### config.mk
export PLATFORM = sky130hd
export DESIGN_NAME = strm_out_gen
export DESIGN_NICKNAME = d
export VERILOG_FILES = /design/src/rtl/strm_out_pkg.sv /design/src/rtl/strm_sync_ctrl.sv /design/src/rtl/strm_lane_ser.sv /design/src/rtl/strm_frame_cnt.sv /design/src/rtl/strm_out_gen.sv
export SDC_FILE = /design/constraint.sdc
export NUM_CORES = 1
export LEC_CHECK = 0
export BUFFER_PORTS_ARGS = -buffer_cell sky130_fd_sc_hd__buf_2
export CORE_MARGIN = 10
export CORE_UTILIZATION = 50
export CTS_BUF_LIST = sky130_fd_sc_hd__clkbuf_16
export DETAILED_ROUTE_END_ITERATION = 6
export HOLD_SLACK_MARGIN = 0.12
export PLACE_DENSITY = 0.75
export SYNTH_ARGS = -nofsm -noshare
export SYNTH_HDL_FRONTEND = slang
export SYNTH_HIERARCHICAL = 1
export SYNTH_SLANG_ARGS = --single-unit
### constraint.sdc
create_clock -name clk -period 3.62 [get_ports clk]
set_clock_uncertainty 0.05 [all_clocks]
set_input_delay 0.181 -clock clk [delete_from_list [all_inputs] [get_ports clk]]
set_output_delay 0.181 -clock clk [all_outputs]
set_load 0.02 [all_outputs]
### src/rtl/strm_out_pkg.sv
package strm_out_pkg;

  localparam int WORD_W = 32;
  localparam int LANE_W = 2;

  typedef enum logic [1:0] {
    WID_8  = 2'd0,
    WID_16 = 2'd1,
    WID_32 = 2'd2
  } wid_e;

  typedef enum logic [1:0] {
    ST_IDLE = 2'd0,
    ST_WAIT = 2'd1,
    ST_RUN  = 2'd2
  } gen_state_e;

  // Index of the final lane of a word for a given width code and mode.
  function automatic logic [LANE_W-1:0] final_lane(input logic [1:0] wcode,
                                                    input logic      msg);
    if (msg)                          return '0;
    else if (wcode == WID_8)          return 2'd3;
    else if (wcode == WID_16)         return 2'd1;
    else                              return '0;
  endfunction

endpackage

### src/rtl/strm_sync_ctrl.sv
module strm_sync_ctrl
  import strm_out_pkg::*;
#(
  parameter int SYNC_STAGES = 2
) (
  input  logic clk,
  input  logic rst_n,
  input  logic enable,
  input  logic sync_en,
  input  logic ext_sync,
  output logic run
);

  logic       sync_s;
  logic       sync_prev;
  logic       sync_rise;
  gen_state_e state_q, state_d;

  generate
    if (SYNC_STAGES == 0) begin : g_nosync
      assign sync_s = ext_sync;
    end else begin : g_chain
      logic [SYNC_STAGES-1:0] chain_q;
      always_ff @(posedge clk or negedge rst_n) begin
        if (!rst_n) chain_q <= '0;
        else        chain_q <= {chain_q[SYNC_STAGES-2:0], ext_sync};
      end
      assign sync_s = chain_q[SYNC_STAGES-1];
    end
  endgenerate

  always_ff @(posedge clk or negedge rst_n) begin
    if (!rst_n) sync_prev <= 1'b0;
    else        sync_prev <= sync_s;
  end

  assign sync_rise = sync_s & ~sync_prev;

  always_comb begin
    state_d = state_q;
    unique case (state_q)
      ST_IDLE: if (enable) state_d = sync_en ? ST_WAIT : ST_RUN;
      ST_WAIT: begin
        if (!enable)        state_d = ST_IDLE;
        else if (sync_rise) state_d = ST_RUN;
      end
      ST_RUN:  if (!enable) state_d = ST_IDLE;
      default: state_d = ST_IDLE;
    endcase
  end

  always_ff @(posedge clk or negedge rst_n) begin
    if (!rst_n) state_q <= ST_IDLE;
    else        state_q <= state_d;
  end

  assign run = (state_q == ST_RUN);

endmodule

### src/rtl/strm_lane_ser.sv
module strm_lane_ser
  import strm_out_pkg::*;
(
  input  logic              clk,
  input  logic              rst_n,
  input  logic              run,
  input  logic [1:0]        wcode,
  input  logic              msg,
  input  logic              in_valid,
  input  logic [WORD_W-1:0] in_data,
  output logic              in_ready,
  output logic              emit,
  output logic [WORD_W-1:0] item
);

  logic              hold_vld;
  logic [WORD_W-1:0] hold_word;
  logic [LANE_W-1:0] lane_q;
  logic [WORD_W-1:0] cur_word;
  logic [LANE_W-1:0] cur_lane;
  logic [LANE_W-1:0] last_lane;
  logic [WORD_W-1:0] sh8, sh16;

  assign last_lane = final_lane(wcode, msg);
  assign in_ready  = run & ~hold_vld;
  assign emit      = run & (hold_vld | in_valid);
  assign cur_word  = hold_vld ? hold_word : in_data;
  assign cur_lane  = hold_vld ? lane_q : '0;

  assign sh8  = cur_word >> {cur_lane, 3'b000};
  assign sh16 = cur_word >> {cur_lane[0], 4'b0000};

  always_comb begin
    if (wcode == WID_8)       item = {{(WORD_W-8){1'b0}},  sh8[7:0]};
    else if (wcode == WID_16) item = {{(WORD_W-16){1'b0}}, sh16[15:0]};
    else                      item = cur_word;
  end

  always_ff @(posedge clk or negedge rst_n) begin
    if (!rst_n) begin
      hold_vld  <= 1'b0;
      hold_word <= '0;
      lane_q    <= '0;
    end else if (!run) begin
      hold_vld <= 1'b0;
      lane_q   <= '0;
    end else if (emit) begin
      if (cur_lane == last_lane) begin
        hold_vld <= 1'b0;
        lane_q   <= '0;
      end else begin
        hold_vld  <= 1'b1;
        hold_word <= cur_word;
        lane_q    <= LANE_W'(cur_lane + 1'b1);
      end
    end
  end

endmodule

### src/rtl/strm_frame_cnt.sv
module strm_frame_cnt #(
  parameter int LEN_W = 16
) (
  input  logic             clk,
  input  logic             rst_n,
  input  logic             run,
  input  logic             msg,
  input  logic             emit,
  input  logic [LEN_W-1:0] rec_len,
  input  logic [LEN_W-1:0] rec_cnt,
  output logic             rec_start,
  output logic             buf_start,
  output logic             buf_end
);

  localparam int EXT_W = LEN_W + 1;

  logic [LEN_W-1:0] item_idx, rec_idx;
  logic             item_last, rec_last, framed;

  assign framed    = emit & ~msg;
  assign item_last = ({1'b0, item_idx} + EXT_W'(1)) >= {1'b0, rec_len};
  assign rec_last  = ({1'b0, rec_idx}  + EXT_W'(1)) >= {1'b0, rec_cnt};
  assign rec_start = framed & (item_idx == '0);
  assign buf_start = rec_start & (rec_idx == '0);
  assign buf_end   = framed & item_last & rec_last;

  always_ff @(posedge clk or negedge rst_n) begin
    if (!rst_n) begin
      item_idx <= '0;
      rec_idx  <= '0;
    end else if (!run) begin
      item_idx <= '0;
      rec_idx  <= '0;
    end else if (framed) begin
      if (item_last) begin
        item_idx <= '0;
        rec_idx  <= rec_last ? '0 : LEN_W'(rec_idx + 1'b1);
      end else begin
        item_idx <= LEN_W'(item_idx + 1'b1);
      end
    end
  end

endmodule

### src/rtl/strm_out_gen.sv
module strm_out_gen
  import strm_out_pkg::*;
#(
  parameter int LEN_W       = 16,
  parameter int SYNC_STAGES = 2
) (
  input  logic              clk,
  input  logic              rst_n,
  input  logic              cfg_enable,
  input  logic              cfg_sync_en,
  input  logic              cfg_msg_mode,
  input  logic [1:0]        cfg_width,
  input  logic [LEN_W-1:0]  cfg_rec_len,
  input  logic [LEN_W-1:0]  cfg_rec_cnt,
  input  logic              ext_sync,
  input  logic              in_valid,
  output logic              in_ready,
  input  logic [WORD_W-1:0] in_data,
  output logic              out_valid,
  output logic [WORD_W-1:0] out_data,
  output logic              out_rec_start,
  output logic              out_buf_start,
  output logic              buf_done
);

  logic              run, emit, rs, bs, be, end_q;
  logic [WORD_W-1:0] item;

  strm_sync_ctrl #(.SYNC_STAGES(SYNC_STAGES)) u_sync (
    .clk(clk), .rst_n(rst_n), .enable(cfg_enable), .sync_en(cfg_sync_en),
    .ext_sync(ext_sync), .run(run)
  );

  strm_lane_ser u_ser (
    .clk(clk), .rst_n(rst_n), .run(run), .wcode(cfg_width), .msg(cfg_msg_mode),
    .in_valid(in_valid), .in_data(in_data), .in_ready(in_ready),
    .emit(emit), .item(item)
  );

  strm_frame_cnt #(.LEN_W(LEN_W)) u_cnt (
    .clk(clk), .rst_n(rst_n), .run(run), .msg(cfg_msg_mode), .emit(emit),
    .rec_len(cfg_rec_len), .rec_cnt(cfg_rec_cnt),
    .rec_start(rs), .buf_start(bs), .buf_end(be)
  );

  always_ff @(posedge clk or negedge rst_n) begin
    if (!rst_n) begin
      out_valid     <= 1'b0;
      out_data      <= '0;
      out_rec_start <= 1'b0;
      out_buf_start <= 1'b0;
      end_q         <= 1'b0;
      buf_done      <= 1'b0;
    end else begin
      out_valid     <= emit;
      out_data      <= emit ? item : '0;
      out_rec_start <= rs;
      out_buf_start <= bs;
      end_q         <= be;
      buf_done      <= end_q;
    end
  end

endmodule

Yosys cells after proc, flatten, opt, wreduce, memory -nomap -nowiden
Cells that the tools add are included.
- bits in registers: 109
- bits in latches: 0
- memory bits (writable): 0
- bits in read-only memories: 0
- bits of input ports: 73
- output and inout bits: 37
- word-level logic and storage cells: 80
- memories kept: 0
- add/sub/neg operators: 5
- multipliers: 0
- divide/modulo/power cells: 0
- order comparisons: 2
- equal/unequal tests: 10
- shifts and indexed selects: 2
- muxes and demuxes: 27
- bitwise gates (word level): 13
- reduce and logical (&&, ||, !) cells: 7
- operator list (operator ; number):
    2-to-1 mux 32 bit ; 4
    2-to-1 mux 16 bit ; 7
    adder 16 x 1 -> 17 bit, second input constant ; 2
    greater-or-equal comparator 17 x 16 -> 1 bit ; 2
    adder 16 x 1 -> 16 bit, second input constant ; 2
    zero test 16 bit ; 2
    >> shifter 32 x 5 -> 16 bit ; 1
    >> shifter 32 x 5 -> 8 bit ; 1
    2-to-1 mux 2 bit ; 11
    inequality test 2 bit, second input constant ; 5
    AND 1 bit ; 8
    case mux 2 bit (3 select lines) ; 1
    AND reduction 3 bit ; 2
    == test 2 x 1 -> 1 bit, second input constant ; 2
    zero test 2 bit ; 2
    2-to-1 mux 1 bit ; 4
    inverter 1 bit ; 4
    inequality test 3 x 2 -> 1 bit, second input constant ; 1
    adder 2 x 1 -> 2 bit, second input constant ; 1
    == test 2 bit ; 1
    == test 2 bit, second input constant ; 1
    AND reduction 2 bit ; 1
    OR 1 bit ; 1

Depth between registers and ports, before layout
- depth after elaboration: 8
- mapped depth: 15
- gate-level depth less buffers: 13

Hierarchy
Netlist, hierarchy kept.
- modules (own cells, without submodules) (module ; times used ; cells each ; area each (sq um) ; seq. area each (sq um)):
    strm_frame_cnt ; 1 ; 389 ; 3064.2 ; 800.8
    strm_lane_ser ; 1 ; 260 ; 2436.1 ; 875.8
    strm_out_gen ; 1 ; 72 ; 1181.1 ; 925.9
    strm_sync_ctrl ; 1 ; 13 ; 180.2 ; 125.1

Worst setup path after synthesis
OpenSTA, ideal clock, no wires.
- kind: flip-flop to flip-flop
- start point: reg u_cnt.item_idx[0]
- end point: reg u_cnt.item_idx[12]
- library setup time: 0.096 ns
- arrival time: 3.481 ns
- data required time: 3.474 ns
- path slack: -0.007 ns
- stages on the path, launching flop included: 15
- path buffers: 2
- period minus slack after synthesis: 3.627 ns
- cell sequence: dfrtp_1 > ha_1 > nand3_4 > or4_4 > buf_6 > nor2_1 > xor2_1 > ha_1 > and2_1 > a221o_1 > a31oi_1 > and3_1 > buf_2 > nand3_1 > o31ai_1
- word-level cells in the longest chain between the ends: 5
- elaborated cells on any way between the ends: 6
- those cells by class: 2 x add/sub; 1 x order compare; 3 x mux
- ends and longest elaborated chain (element ; line ; RTL):
    from (decl) ; strm_frame_cnt.sv:18 ; logic [LEN_W-1:0] item_idx, rec_idx;
    from (signal assigned) ; strm_frame_cnt.sv:40 ; item_idx <= LEN_W'(item_idx + 1'b1);
    adder 16 x 1 -> 17 bit ; strm_frame_cnt.sv:22 ; assign item_last = ({1'b0, item_idx} + EXT_W'(1)) >= {1'b0, rec_len};
    greater-or-equal comparator 17 x 16 -> 1 bit ; strm_frame_cnt.sv:22 ;
    2-to-1 mux 16 bit (*) ; strm_frame_cnt.sv:36 ; if (item_last) begin
    2-to-1 mux 16 bit (*) ; strm_frame_cnt.sv:35 ; end else if (framed) begin
    2-to-1 mux 16 bit (*) ; strm_frame_cnt.sv:32 ; end else if (!run) begin
Mark *: on every way between the ends. The rest lies on a longest branch, timed or not. The select of a mux whose other input is x is not followed.
A chain may end at the register's enable or synchronous reset.

Worst setup path in the final report
- start point: reg u_cnt.item_idx[1]
- end point: reg u_cnt.rec_idx[2]
- word-level cells in the longest chain between the ends: 4
- ends and longest elaborated chain (element ; line ; RTL):
    adder 16 x 1 -> 17 bit ; strm_frame_cnt.sv:22 ;
    greater-or-equal comparator 17 x 16 -> 1 bit ; strm_frame_cnt.sv:22 ;
    inequality test 2 bit (no source line) ; -- ;
    AND reduction 2 bit (no source line) ; -- ;
    to (signal assigned) ; strm_frame_cnt.sv:38 ; rec_idx <= rec_last ? '0 : LEN_W'(rec_idx + 1'b1);
    to (decl) ; strm_frame_cnt.sv:18 ;
No other way between the ends.

==> results.yml <==
clocking:
  cts_htree_levels: 3
  clk_latency_ps: 350
  numCtsBuffers: 9
  cts_tree: "built"
  cts.sinks: 109
  clock_path_buffers: 2
  path_clk_slew_ps: 80
  root_buffer: "clkbuf_16"
synthesis:
  synthCells: 734
  synthFlopType: "dfrtp_1"
  avgSynthCellArea_um2: 9.35
  syn_nets: 843
  ys_async_sr_fraction_pct: 100
  ys_seq_area_share_pct: 39.8
  netlist_top_cells_area: "dfrtp_1 (40%), ha_1 (6.6%), mux2i_1 (5.5%), nand2_1 (3.9%), mux2_2 (3.6%)"
  synth-edff-count: 0
  yosysWarnings: 6
  synth_top_area_cell: "dfrtp_1"
  syn_area_um2: 6860
  synth_cell_type_count: 67
  yosysTopAreaCellShare_pct: 39.8
  synth_seq_cells: 109
global_route:
  grt_usage_pct: 19.2
  grt_pass1_vias: 5671
  gr-total-overflow: 0
  grt_max_degree: 70
  antenna_found_initial: 1
  grt_pass1_wl_mm: 29.1
final_layout:
  areaGrowthSynthToFinish_pct: 21.5
  antennaDiodeCount: 0
  regArea_um2: 2730
  multi_input_area_um2: 3800
  final_cell_mix: "dfrtp_1 (108), buf_2 (108), nand2_1 (71)"
  layout-drive-gt1-share_pct: 26.8
  final_net_count: 982
  n_fill_cell: 1164
floorplan:
  die_w_um: 137
  fp.dieArea_um2: 18800
  initial_core_util_pct: 51.4
  rows: 42
  ios: 110
  placeableCoreArea_um2: 13300
  die_h_um: 137
power_and_ir_drop:
  finalPower_mw: 2.93
  leakage_nw: 3.89
  ir_worst_vdd_mv: 0.228
  powerDensity_nw_per_um2: 351
drt:
  via_per_inst: 5.67
  wl_per_cell_um: 17.2
  drt-initial-drc-count: 546
  vias: 5977
  drt-total-wl_mm: 18.1
  ant_nets: 0
  drc_errors: 0
  first_pass_iters: 5
critical_path:
  worst_setup_path_start_kind: "flop"
  critical_path.endpoint_type: "flop"
  required_ps: 3800
  crit_type: "flop to flop"
  cp.arrival_ps: 3580
  crit_fanout: 6
hold_path:
  hp-class: "input pin to flop"
place:
  place_congestion: 0.914
  portBuffers: 109
  hpwl_mm: 12.9
timing:
  setup_violations: 0
  fmax_mhz: 294
  final_hold_viol_count: 0
  slew_violations: 0
  relSlewSlack_pct: 33.6
  period_needed_ps: 3410
  min_period_over_period_pct: 94.1
  timing.hold.ws_ps: 130
  worst_pin_slew_ps: 994
outcome:
  outcome: "finished clean"
flow_run:
  maxCapViolations: 0
repair_timing:
action	4_1_cts	5_1_grt
hold buffers	32	0
endpoints found under the setup margin	13	28
gates cloned	0	0
setup buffers	0	2
gates resized for setup	2	8
hold endpoints to repair	97	0
pin swaps	0	3
synth_stat cells (all sizes together), types with 2 or more instances:
cell type / count
dfrtp: 109
nand2: 72
inv: 57
mux2i: 38
nand3: 37
nor2: 37
ha: 36
and2: 35
a21oi: 29
o21ai: 29
mux2: 22
o22ai: 22
buf: 20
clkbuf: 20
nor2b: 20
xnor2: 19
a31oi: 13
o2bb2ai: 10
nor4: 9
and3: 8
nand2b: 8
nand4: 8
xor2: 8
a221oi: 7
nor3: 7
or3: 7
and4: 5
o2111ai: 4
o32ai: 4
a211oi: 3
a41o: 3
o221a: 3
a21o: 2
a31o: 2
a32oi: 2
nand3b: 2
o211ai: 2
o31ai: 2
or2: 2
metrics by stage:
step | std cells | util [%] | cell area (µm²) | setup slack (ps) | TNS [ps]
after floorplan | 734 | - | 6860 | 30.7 | 0
after global placement | 1004 | 57.2 | 7640 | -3.91 | -3.91
after detailed placement | 1004 | 57.2 | 7640 | -56.2 | -278
after CTS | 1052 | 61.9 | 8260 | 54.7 | 0
after global routing | 1054 | 62.5 | 8340 | -30.8 | -60.4
final | 1054 | 62.5 | 8340 | 213 | 0
sequential cells by signal, indices dropped and copies added, names as in the netlist, 2 cells and up:
| signal | count |
|---|---|
| u_ser/lane_q | 2 |
| u_cnt/rec_idx | 16 |
| u_ser/hold_word | 32 |
| u_sync/g_chain.chain_q | 2 |
| out_data | 32 |
| u_sync/state_q | 2 |
| u_cnt/item_idx | 16 |
worst max-delay path: stages, from the launching register on:
cell and delay, ps:
dfrtp_1 420, ha_4 190, nand3_4 60, or4_4 540, nor2_1 140, xor2_1 90, ha_1 300, nand3_1 150
nor4_4 370, o31ai_2 160, and3_4 190, buf_4 160, a221oi_1 310, o22ai_1 150
power breakdown:
group / internal (mW) / switching [mW] / total, mW
registers: 1.35 / 0.141 / 1.49
logic: 0.231 / 0.244 / 0.475
clock network: 0.478 / 0.487 / 0.966
total: 2.05 / 0.873 / 2.93
cell type report:
type                       count  area share [%]
clock inverter                 7           0.750
timing repair buffer         168            13.0
tap                          176            2.64
multi-input combinational    528            45.6
inverter                      57            2.57
clock buffer                   9            2.70
sequential                   109            32.7
worst paths after layout:
kind,start,to,slack (ps),depth (start not counted)
min reg2reg,end_q$_DFF_PN0_,buf_done$_DFF_PN0_,300,0
min in group asynchronous,rst_n,u_cnt/item_idx[6]$_DFFE_PN0P_,440,2
max reg2reg,u_cnt/item_idx[1]$_DFFE_PN0P_,u_cnt/rec_idx[2]$_DFFE_PN0P_,210,13
max,u_cnt/item_idx[1]$_DFFE_PN0P_,u_cnt/rec_idx[2]$_DFFE_PN0P_,210,13
min,in_data[14],u_ser/hold_word[14]$_DFFE_PN0P_,130,3
max in group asynchronous,rst_n,buf_done$_DFF_PN0_,2230,3
routing by layer:
| layer | track usage [%] | part of all wire [%] | vias to the layer above |
|---|---|---|---|
| met4 | 6.21 | 1.5 | 2 |
| met1 | 26.7 | 46 | 2854 |
| met5 | 0 | 0.066 | - |
| met2 | 28.7 | 45 | 207 |
| li1 | - | - | 2881 |
| met3 | 4.36 | 7.5 | 33 |
cell families (layout without fill, tap and decap cells):
kind of cell / Yosys count / count (layout) / share of synthesized area, %
multiplexers: 60 / 60 / 9.15
XOR/XNOR: 27 / 27 / 3.45
AO/OA/AOI/OAI: 142 / 142 / 14.2
adder cells (fa/ha/maj): 36 / 36 / 6.56
flip-flops: 109 / 109 / 39.8
buffers and inverters: 97 / 241 / 5.85
AND/OR/NAND/NOR: 263 / 263 / 21.0
(Power assumes the default switching activity.)
